==> config.mk <==
export PLATFORM = sky130hd
export DESIGN_NAME = frame_desc_walker
export DESIGN_NICKNAME = d
export VERILOG_FILES = /design/src/rtl/fdw_pkg.sv /design/src/rtl/fdw_desc_store.sv /design/src/rtl/fdw_entry_pick.sv /design/src/rtl/fdw_len_acc.sv /design/src/rtl/frame_desc_walker.sv
export SDC_FILE = /design/constraint.sdc
export NUM_CORES = 2
export LEC_CHECK = 0
export ABC_AREA = 1
export ABC_CLOCK_PERIOD_IN_PS = 9000
export CAP_MARGIN = 10
export CELL_PAD_IN_SITES_DETAIL_PLACEMENT = 1
export CELL_PAD_IN_SITES_GLOBAL_PLACEMENT = 1
export CORE_AREA = 5 5 423 425
export CTS_BUF_LIST = sky130_fd_sc_hd__clkbuf_8
export DETAILED_ROUTE_END_ITERATION = 10
export DIE_AREA = 0 0 428 430
export GPL_ROUTABILITY_DRIVEN = 0
export PLACE_DENSITY_LB_ADDON = 0.1
export SYNTH_ARGS = -nofsm -noshare
export SYNTH_HDL_FRONTEND = slang
export SYNTH_HIERARCHICAL = 1
export SYNTH_SLANG_ARGS = --single-unit
==> constraint.sdc <==
create_clock -name clk -period 9 [get_ports clk]
set_input_delay 1.8 -clock clk [delete_from_list [all_inputs] [get_ports clk]]
set_output_delay 1.8 -clock clk [all_outputs]
set_load 0.02 [all_outputs]
==> src/rtl/fdw_pkg.sv <==
package fdw_pkg;

    localparam int ADDR_W    = 36;
    localparam int LEN_W     = 12;
    localparam int ENT_BITS  = 48;
    localparam int CNT_W     = 5;
    localparam int HDR_BITS  = 32;
    localparam int TAIL_BITS = 32;

    typedef struct packed {
        logic [ADDR_W-1:0] addr;
        logic [LEN_W-1:0]  len;
    } fdw_req_t;

    typedef enum logic [1:0] {
        FDW_OK             = 2'd0,
        FDW_BAD_COUNT      = 2'd1,
        FDW_BUF_TOO_LONG   = 2'd2,
        FDW_FRAME_TOO_LONG = 2'd3
    } fdw_err_e;

    typedef enum logic [1:0] {
        ST_IDLE = 2'd0,
        ST_WALK = 2'd1,
        ST_FIN  = 2'd2
    } fdw_state_e;

    // Packed entry: [31:0] low address, [35:32] high address nibble, [47:36] length
    function automatic fdw_req_t unpack_entry(input logic [ENT_BITS-1:0] raw);
        fdw_req_t r;
        r.addr = {raw[35:32], raw[31:0]};
        r.len  = raw[47:36];
        return r;
    endfunction

    function automatic int desc_bits(input int entries);
        return HDR_BITS + entries * ENT_BITS + TAIL_BITS;
    endfunction

endpackage

==> src/rtl/fdw_desc_store.sv <==
module fdw_desc_store
    import fdw_pkg::*;
#(
    parameter int MAX_ENTRIES = 20,
    localparam int LIST_W = MAX_ENTRIES * ENT_BITS
) (
    input  logic                           clk,
    input  logic                           rst,
    input  logic                           load,
    input  logic [CNT_W-1:0]               cnt_in,
    input  logic [LIST_W-1:0]              list_in,
    output logic [CNT_W-1:0]               cnt,
    output fdw_req_t [MAX_ENTRIES-1:0]     ents
);

    logic [LIST_W-1:0] list_q;
    logic [CNT_W-1:0]  cnt_q;

    always_ff @(posedge clk) begin
        if (rst) begin
            list_q <= '0;
            cnt_q  <= '0;
        end else if (load) begin
            list_q <= list_in;
            cnt_q  <= cnt_in;
        end
    end

    assign cnt = cnt_q;

    for (genvar g = 0; g < MAX_ENTRIES; g++) begin : g_unpack
        assign ents[g] = unpack_entry(list_q[g*ENT_BITS +: ENT_BITS]);
    end

endmodule

==> src/rtl/fdw_entry_pick.sv <==
module fdw_entry_pick
    import fdw_pkg::*;
#(
    parameter int MAX_ENTRIES = 20
) (
    input  fdw_req_t [MAX_ENTRIES-1:0] ents,
    input  logic [CNT_W-1:0]           idx,
    output fdw_req_t                   ent
);

    always_comb begin
        ent = '0;
        for (int i = 0; i < MAX_ENTRIES; i++) begin
            if (idx == CNT_W'(i)) ent = ents[i];
        end
    end

endmodule

==> src/rtl/fdw_len_acc.sv <==
module fdw_len_acc
    import fdw_pkg::*;
#(
    parameter int MAX_BUF   = 4092,
    parameter int MAX_FRAME = 8192,
    localparam int SUM_W = $clog2(MAX_FRAME + 1)
) (
    input  logic             clk,
    input  logic             rst,
    input  logic             clear,
    input  logic             add,
    input  logic [LEN_W-1:0] len,
    output logic [SUM_W-1:0] sum,
    output logic             buf_over,
    output logic             frame_over
);

    logic [SUM_W-1:0] sum_q;
    logic [SUM_W:0]   next_total;

    assign next_total = {1'b0, sum_q} + (SUM_W+1)'(len);
    assign buf_over   = len > LEN_W'(MAX_BUF);
    assign frame_over = next_total > (SUM_W+1)'(MAX_FRAME);
    assign sum        = sum_q;

    always_ff @(posedge clk) begin
        if (rst || clear) sum_q <= '0;
        else if (add)     sum_q <= next_total[SUM_W-1:0];
    end

    // the running total never passes the frame limit
    a_r8_sum_bound: assert property (@(posedge clk) disable iff (rst)
        sum_q <= SUM_W'(MAX_FRAME));

endmodule

==> src/rtl/frame_desc_walker.sv <==
module frame_desc_walker
    import fdw_pkg::*;
#(
    parameter int MAX_ENTRIES = 20,
    parameter int MAX_BUF     = 4092,
    parameter int MAX_FRAME   = 8192,
    localparam int DESC_W = desc_bits(MAX_ENTRIES),
    localparam int SUM_W  = $clog2(MAX_FRAME + 1),
    localparam int LIST_W = MAX_ENTRIES * ENT_BITS
) (
    input  logic              clk,
    input  logic              rst,
    input  logic              desc_valid,
    output logic              desc_ready,
    input  logic [DESC_W-1:0] desc_data,
    output logic              req_valid,
    input  logic              req_ready,
    output logic [ADDR_W-1:0] req_addr,
    output logic [LEN_W-1:0]  req_len,
    output logic              done,
    output logic [1:0]        err_code,
    output logic [SUM_W-1:0]  frame_len
);

    fdw_state_e state_q, state_d;
    fdw_err_e   code_q, code_d;
    logic [CNT_W-1:0] idx_q, idx_d;

    logic [CNT_W-1:0] cnt_in, cnt;
    logic             cnt_bad_in, accept, is_last;
    logic             acc_clear, acc_add, buf_over, frame_over;
    fdw_req_t [MAX_ENTRIES-1:0] ents;
    fdw_req_t         ent;
    logic [SUM_W-1:0] sum;

    logic unused_hdr_pad;
    assign unused_hdr_pad = ^{desc_data[23:0], desc_data[31:29],
                              desc_data[DESC_W-1 -: TAIL_BITS]};

    assign cnt_in     = desc_data[24 +: CNT_W];
    assign cnt_bad_in = (cnt_in == '0) || (cnt_in > CNT_W'(MAX_ENTRIES));
    assign accept     = desc_valid && desc_ready;

    fdw_desc_store #(.MAX_ENTRIES(MAX_ENTRIES)) u_store (
        .clk     (clk),
        .rst     (rst),
        .load    (accept),
        .cnt_in  (cnt_in),
        .list_in (desc_data[HDR_BITS +: LIST_W]),
        .cnt     (cnt),
        .ents    (ents)
    );

    fdw_entry_pick #(.MAX_ENTRIES(MAX_ENTRIES)) u_pick (
        .ents (ents),
        .idx  (idx_q),
        .ent  (ent)
    );

    fdw_len_acc #(.MAX_BUF(MAX_BUF), .MAX_FRAME(MAX_FRAME)) u_acc (
        .clk        (clk),
        .rst        (rst),
        .clear      (acc_clear),
        .add        (acc_add),
        .len        (ent.len),
        .sum        (sum),
        .buf_over   (buf_over),
        .frame_over (frame_over)
    );

    assign is_last = (idx_q == cnt - 1'b1);

    always_comb begin
        state_d   = state_q;
        code_d    = code_q;
        idx_d     = idx_q;
        acc_clear = 1'b0;
        acc_add   = 1'b0;
        req_valid = 1'b0;
        unique case (state_q)
            ST_IDLE: begin
                if (desc_valid) begin
                    acc_clear = 1'b1;
                    idx_d     = '0;
                    if (cnt_bad_in) begin
                        state_d = ST_FIN;
                        code_d  = FDW_BAD_COUNT;
                    end else begin
                        state_d = ST_WALK;
                        code_d  = FDW_OK;
                    end
                end
            end
            ST_WALK: begin
                if (ent.len == '0) begin
                    if (is_last) state_d = ST_FIN;
                    else         idx_d   = idx_q + 1'b1;
                end else if (buf_over) begin
                    state_d = ST_FIN;
                    code_d  = FDW_BUF_TOO_LONG;
                end else if (frame_over) begin
                    state_d = ST_FIN;
                    code_d  = FDW_FRAME_TOO_LONG;
                end else begin
                    req_valid = 1'b1;
                    if (req_ready) begin
                        acc_add = 1'b1;
                        if (is_last) state_d = ST_FIN;
                        else         idx_d   = idx_q + 1'b1;
                    end
                end
            end
            default: state_d = ST_IDLE;
        endcase
    end

    always_ff @(posedge clk) begin
        if (rst) begin
            state_q <= ST_IDLE;
            code_q  <= FDW_OK;
            idx_q   <= '0;
        end else begin
            state_q <= state_d;
            code_q  <= code_d;
            idx_q   <= idx_d;
        end
    end

    assign desc_ready = (state_q == ST_IDLE);
    assign done       = (state_q == ST_FIN);
    assign err_code   = done ? code_q : FDW_OK;
    assign frame_len  = sum;
    assign req_addr   = ent.addr;
    assign req_len    = ent.len;

    a_r6_hold_stalled: assert property (@(posedge clk) disable iff (rst)
        (req_valid && !req_ready) |=> (req_valid && $stable(req_addr) && $stable(req_len)));

    a_r3_bad_count: assert property (@(posedge clk) disable iff (rst)
        (accept && cnt_bad_in) |=> (done && err_code == FDW_BAD_COUNT && !req_valid));

    a_r9_single_pulse: assert property (@(posedge clk) disable iff (rst)
        done |=> !done);

    a_r9_done_after_last: assert property (@(posedge clk) disable iff (rst)
        (req_valid && req_ready && is_last) |=> (done && err_code == FDW_OK));

    a_r2_busy: assert property (@(posedge clk) disable iff (rst)
        req_valid |-> !desc_ready);

    a_r7_len_limit: assert property (@(posedge clk) disable iff (rst)
        req_valid |-> (req_len <= LEN_W'(MAX_BUF)));

endmodule

== Word-level counts from Yosys, hierarchy flattened ==
Cells that the tools add are included.
Operators by class
  add/sub/neg operators: 3
  $mul: 0
  divide/modulo/power cells: 0
  order comparisons: 3
  equal/unequal tests: 29
  shifts and indexed selects: 0
  multiplexer cells: 53
  bitwise gates (word level): 0
  reductions and logical operators: 11
Operators with widths (number)
  two-way mux 48 bit: 20
  == test 5 x 4 -> 1 bit (second input constant): 8
  two-way mux 5 bit: 6
  two-way mux 2 bit: 12
  == test 5 x 3 -> 1 bit (second input constant): 4
  == test 5 bit (second input constant): 4
  adder 14 x 12 -> 15 bit: 1
  > comparator 15 x 14 -> 1 bit (second input constant): 1
  > comparator 12 bit (second input constant): 1
  zero test 12 bit: 1
  two-way mux 1 bit: 12
  != test 3 bit (second input constant): 4
  == test 5 x 2 -> 1 bit (second input constant): 2
  zero test 5 bit: 2
  case mux 5 bit (2 select lines): 1
  case mux 2 bit (2 select lines): 2
  adder 5 x 1 -> 5 bit (second input constant): 1
  == test 5 x 1 -> 1 bit (second input constant): 1
  == test 5 bit: 1
  > comparator 5 bit (second input constant): 1
  != test 5 bit (second input constant): 1
  AND reduction 5 bit: 1
  subtractor 5 x 1 -> 5 bit (second input constant): 1
  != test 2 bit (second input constant): 2
  8 further kinds: 9
Storage, ports and cells
  flip-flop bits (word level): 988
  bits in latches: 0
  memory bits (writable): 0
  memory bits (read-only): 0
  memories: 0

== Longest topological paths before layout ==
  depth in word-level cells: 27
  depth in mapped cells: 42

== Modules after synthesis ==
The synthesis kept the hierarchy.
By module, submodules not included
  fdw_desc_store: times used 1, cells an instance 6113, area each 39751.9 um^2, sequential area each 19318.5 um^2
  fdw_entry_pick: times used 1, cells an instance 1959, area each 8364.3 um^2, sequential area each 0.0 um^2
  fdw_len_acc: times used 1, cells an instance 250, area each 1420.1 um^2, sequential area each 280.3 um^2
  frame_desc_walker: times used 1, cells an instance 149, area each 838.3 um^2, sequential area each 180.2 um^2

== Worst setup path before layout ==
No wires, ideal clock.
  kind: reg-to-output
  from: register idx_q[2]
  to: output req_valid
  arrival: 4213 ps
  required time: 7200 ps
  path slack: 2987 ps
  cell stages (with the launch flop): 30
  buffers on the path: 1
  path through: dfxtp_1 nand2_1 nor2_1 inv_2 buf_2 or2_2 nand2_1 nand4_1 nor2_1 nand4_1 nor2_1 nand4_1 nand2_1 nand2_1 ha_1 fa_1 or2_2 nor2_1 nand3_1 nor2_1 nand2_1 nor2_1 nand3_1 nand2_1 nand2_1 nor2_1 inv_1 nor2_1 inv_1 nor2_1
Between the ends
  longest elaborated chain between the ends: 27
  elaborated cells on any way between the ends: 48
  those cells by class: 1 x add/sub; 2 x order compare; 19 x eq/ne; 24 x mux; 2 x reduce/logical
Ends and longest elaborated chain
  from (decl): RTL line frame_desc_walker.sv:27  | logic [CNT_W-1:0] idx_q, idx_d;
  from (signal assigned): RTL line frame_desc_walker.sv:125  | idx_q <= idx_d;
  zero test 5 bit: RTL line fdw_entry_pick.sv:14  | if (idx == CNT_W'(i)) ent = ents[i];
  two-way mux 48 bit (19 in a row): RTL line fdw_entry_pick.sv:14
  two-way mux 48 bit *: RTL line fdw_entry_pick.sv:14
  named net req_len[0]: RTL line frame_desc_walker.sv:19  | output logic [LEN_W-1:0] req_len,
  adder 14 x 12 -> 15 bit *: RTL line fdw_len_acc.sv:21  | assign next_total = {1'b0, sum_q} + (SUM_W+1)'(len);
  named net u_acc.next_total[1]: RTL line fdw_len_acc.sv:19  | logic [SUM_W:0] next_total;
  > comparator 15 x 14 -> 1 bit *: RTL line fdw_len_acc.sv:23  | assign frame_over = next_total > (SUM_W+1)'(MAX_FRAME);
  named net frame_over: RTL line frame_desc_walker.sv:31  | logic acc_clear, acc_add, buf_over, frame_over;
  two-way mux 1 bit *: RTL line frame_desc_walker.sv:101  | end else if (frame_over) begin
  two-way mux 1 bit *: RTL line frame_desc_walker.sv:98  | end else if (buf_over) begin
  two-way mux 1 bit *: RTL line frame_desc_walker.sv:95  | if (ent.len == '0) begin
  two-way mux 1 bit *: RTL line frame_desc_walker.sv:80  | unique case (state_q)
  to (decl): RTL line frame_desc_walker.sv:16  | output logic req_valid,
The timed path passes the listed nets; every way through them passes the cells marked *.

== Final worst setup path ==
  from: register idx_q[0]
  to: output req_valid
Between the ends
  longest elaborated chain between the ends: 27
  elaborated cells on any way between the ends: 48
  those cells by class: 1 x add/sub; 2 x order compare; 19 x eq/ne; 24 x mux; 2 x reduce/logical
Ends and longest elaborated chain (RTL line)
  zero test 5 bit: fdw_entry_pick.sv:14
  two-way mux 48 bit (19 in a row): fdw_entry_pick.sv:14
  two-way mux 48 bit *: fdw_entry_pick.sv:14
  adder 14 x 12 -> 15 bit *: fdw_len_acc.sv:21
  > comparator 15 x 14 -> 1 bit *: fdw_len_acc.sv:23
  named net frame_over: frame_desc_walker.sv:31
  two-way mux 1 bit *: frame_desc_walker.sv:101
  two-way mux 1 bit *: frame_desc_walker.sv:98
  two-way mux 1 bit *: frame_desc_walker.sv:95
  two-way mux 1 bit *: frame_desc_walker.sv:80
Marked as above.

==> results.txt <==
Ys flop type: dfxtp_1
Yosys reg bits: 988
Std-Cell Rows: 154
CP Capture Point: req_valid
Worst Reg2Reg Path Length in Cells: 36
First-pass iteration count of the detailed router: 5
Ys Warns: 6
Pin count of the biggest net entering global routing: 234
Crit path kind: reg -> out
R2R Setup Slk: 2.61 ns
Number of global-route vias before repair: 53100
Die X: 428 µm
Hold Vio Cnt, Final: 0
Max Slew Vio Count: 0
Area Growth Syn to Fin: 29.8%
H-tree depth: 4
Crit path required time: 7.20 ns
Slowest-stage cell, CP: inv_2
Mapped Cells: 8471
Num CTS Buffers: 189
Die ar.: 0.184 mm²
PnR worst setup slack: 0.540 ns
Antenna violations before repair: 64
Asr flop ratio synth: 0
Area of the core: 0.175 mm²
Synthesized cell area: 0.0504 mm²
Crit path largest cell delay: 0.65 ns
Synth top area cells: dfxtp_1, nand2_1, nor2_1, inv_1, buf_6
Hold slack: 0.465 ns
Post-layout min period: 8.46 ns
Max VDD drop: 0.000133 V
Final setup viols: 0
Worst setup EP type: output pin
Start of the worst register-to-register path: idx_q[0]$_SDFFE_PP0P_
CP Launch Type: flip-flop
Share of cells above drive strength 1: 0.0507
WL final: 242000 µm
CP Max Fanout: 40
Final nets: 10400
Post-synth EDFFs: 0
Reg clk slew, reported paths: 0.06 ns
Die Span Y: 430 µm
Synth top area share: 0.393
Post-Syn Area per Cell: 5.95 µm²
Final cycle utilization of the critical path: 0.940
Post-route ant nets: 0
Leak: 32.6 nW
FF-to-FF End: u_acc/sum[12]$_SDFFE_PP0P_
Worst clock skew: 0.0379 ns
First-pass GRT wire length: 345000 µm
Post-synth net total: 9514
I/O Pins: 1095
Clock Path Buffers: 3
CP startpoint: idx_q[0]$_SDFFE_PP0P_
Synth unique cells: 38
Setup WS pre-CTS: 0.326 ns
Post-DP HPWL: 187000 µm
PortBufs: 1035
Max-cap viol count: 0
Grt ovf: 0
Worst EP arrival: 6.66 ns
Largest area contributor in the netlist: dfxtp_1
Starting Density: 0.288
CTS Sinks: 988
Root buffer cell: clkbuf_8
Drt initial violations: 2981
Via count: 52300
GRT Resource Usage Total: 0.252
Peak Freq: 118 MHz
Power per cell area: 214 mW/mm²
Commonest cells after routing, fill and taps aside: nand2_1, nor2_1, inv_1
Slew of the pin with the lowest slew margin: 1.12 ns
Outcome: completed
Register area share after synthesis: 0.393
HP Class: reg -> reg
DRC viols: 0
Post-CTS Hold Buffers: 0
Relative slew margins: 0.255
TritonCTS clock tree: yes
Worst path most repeated cell: nand2_1
Avg WL per Cell: 20.5 µm
Vias per Instance: 4.42
Commonest non-fill, non-tap cell in the layout: nand2_1
Worst-skew pair later-pin latency: 0.91 ns
synthesized netlist by cell type (all sizes together), types with 2 or more instances:
| cell type | count |
|---|---|
| nand2 | 2950 |
| buf | 353 |
| clkbuf | 78 |
| o211ai | 6 |
| ha | 14 |
| clkinv | 4 |
| nor2 | 2264 |
| nand3 | 174 |
| nand4 | 182 |
| inv | 1275 |
| a21oi | 42 |
| or2 | 114 |
| and3 | 2 |
| nand3b | 2 |
| xor2 | 2 |
| o21ai | 10 |
| nor3 | 5 |
| dfxtp | 988 |
worst max-delay path: cells and delay by family (launching register included):
family,cells,cell delay [ns]
adders and majority gates,1,0.49
and+or+nand+nor,24,3.19
DFF,1,0.47
buffers and inverters,7,1.60
state kept, by name, indices dropped and copies added (netlist names):
signal / flops
u_store/list_q: 960
idx_q: 5
u_store/cnt: 5
u_acc/sum: 14
state_q: 2
code_q: 2
stage by stage:
stage / area (µm²) / utilization / TNS, ns / power (mW) / instances
after CTS: 65200 / 0.373 / 0 / 14.2 / 11800
after detailed placement: 61600 / 0.352 / 0 / 9.79 / 11500
final: 65400 / 0.374 / 0 / 14.0 / 11800
after global routing: 65300 / 0.373 / -0.00578 / 14.9 / 11800
after floorplan: 50400 / - / 0 / 7.97 / 8471
after global placement: 61600 / 0.352 / 0 / 9.71 / 11500
what timing repair did:
item	4_1_cts	5_1_grt
buffers inserted	1	2
setup endpoints to repair	1	1
pin swaps	1	1
resized for setup	10	9
report_power, final:
| group | total [mW] | internal [mW] | switching [mW] |
|---|---|---|---|
| clock | 4.34 | 2.29 | 2.06 |
| combinational | 4.17 | 1.43 | 2.74 |
| sequential | 5.48 | 5.09 | 0.388 |
layout make-up:
type                            instances  area, µm²
Fill cell                           23200     110000
Clock inverter                         94        433
Clock buffer                          230       3170
Multi-Input combinational cell       5773      23200
Antenna cell                           34       85.1
Timing Repair Buffer                 1098      11000
Sequential cell                       988      19800
Inverter                             1279       4820
Tap cell                             2340       2930
routing by layer:
metal / share of wire / global-route usage / vias to the layer above / wire (µm)
met5: 0.00048 / 0 / - / 117
met4: 0.041 / 0.105 / 18 / 9860
met3: 0.040 / 0.0432 / 375 / 9790
met2: 0.53 / 0.474 / 1126 / 127000
met1: 0.39 / 0.278 / 24500 / 95400
li1: - / - / 26300 / -
logic make-up (layout without fill, tap and decap cells):
kind of cell    Yosys count  in the layout  synth area share
simple gates           5694           5694             0.446
buf+inv                1710           2701             0.150
flops                   988            988             0.393
compound gates           61             61           0.00653
fa+ha+maj                15             15           0.00387
xor+xnor                  3              3          0.000522
other cells               0             34                 0
how the worst min path moves through the flow:
stage                                                  end  cells past startpoint                             start
after floorplan                     code_q[0]$_SDFFE_PP0P_                      2            code_q[0]$_SDFFE_PP0P_
after global placement    u_store/list_q[885]$_SDFFE_PP0P_                      2  u_store/list_q[885]$_SDFFE_PP0P_
after detailed placement            code_q[1]$_SDFFE_PP0P_                      2            code_q[1]$_SDFFE_PP0P_
after CTS                 u_store/list_q[528]$_SDFFE_PP0P_                      2  u_store/list_q[528]$_SDFFE_PP0P_
after global routing      u_store/list_q[806]$_SDFFE_PP0P_                      2  u_store/list_q[806]$_SDFFE_PP0P_
final                     u_store/list_q[592]$_SDFFE_PP0P_                      2  u_store/list_q[592]$_SDFFE_PP0P_
Note: power is estimated with default switching activity, not from simulation.
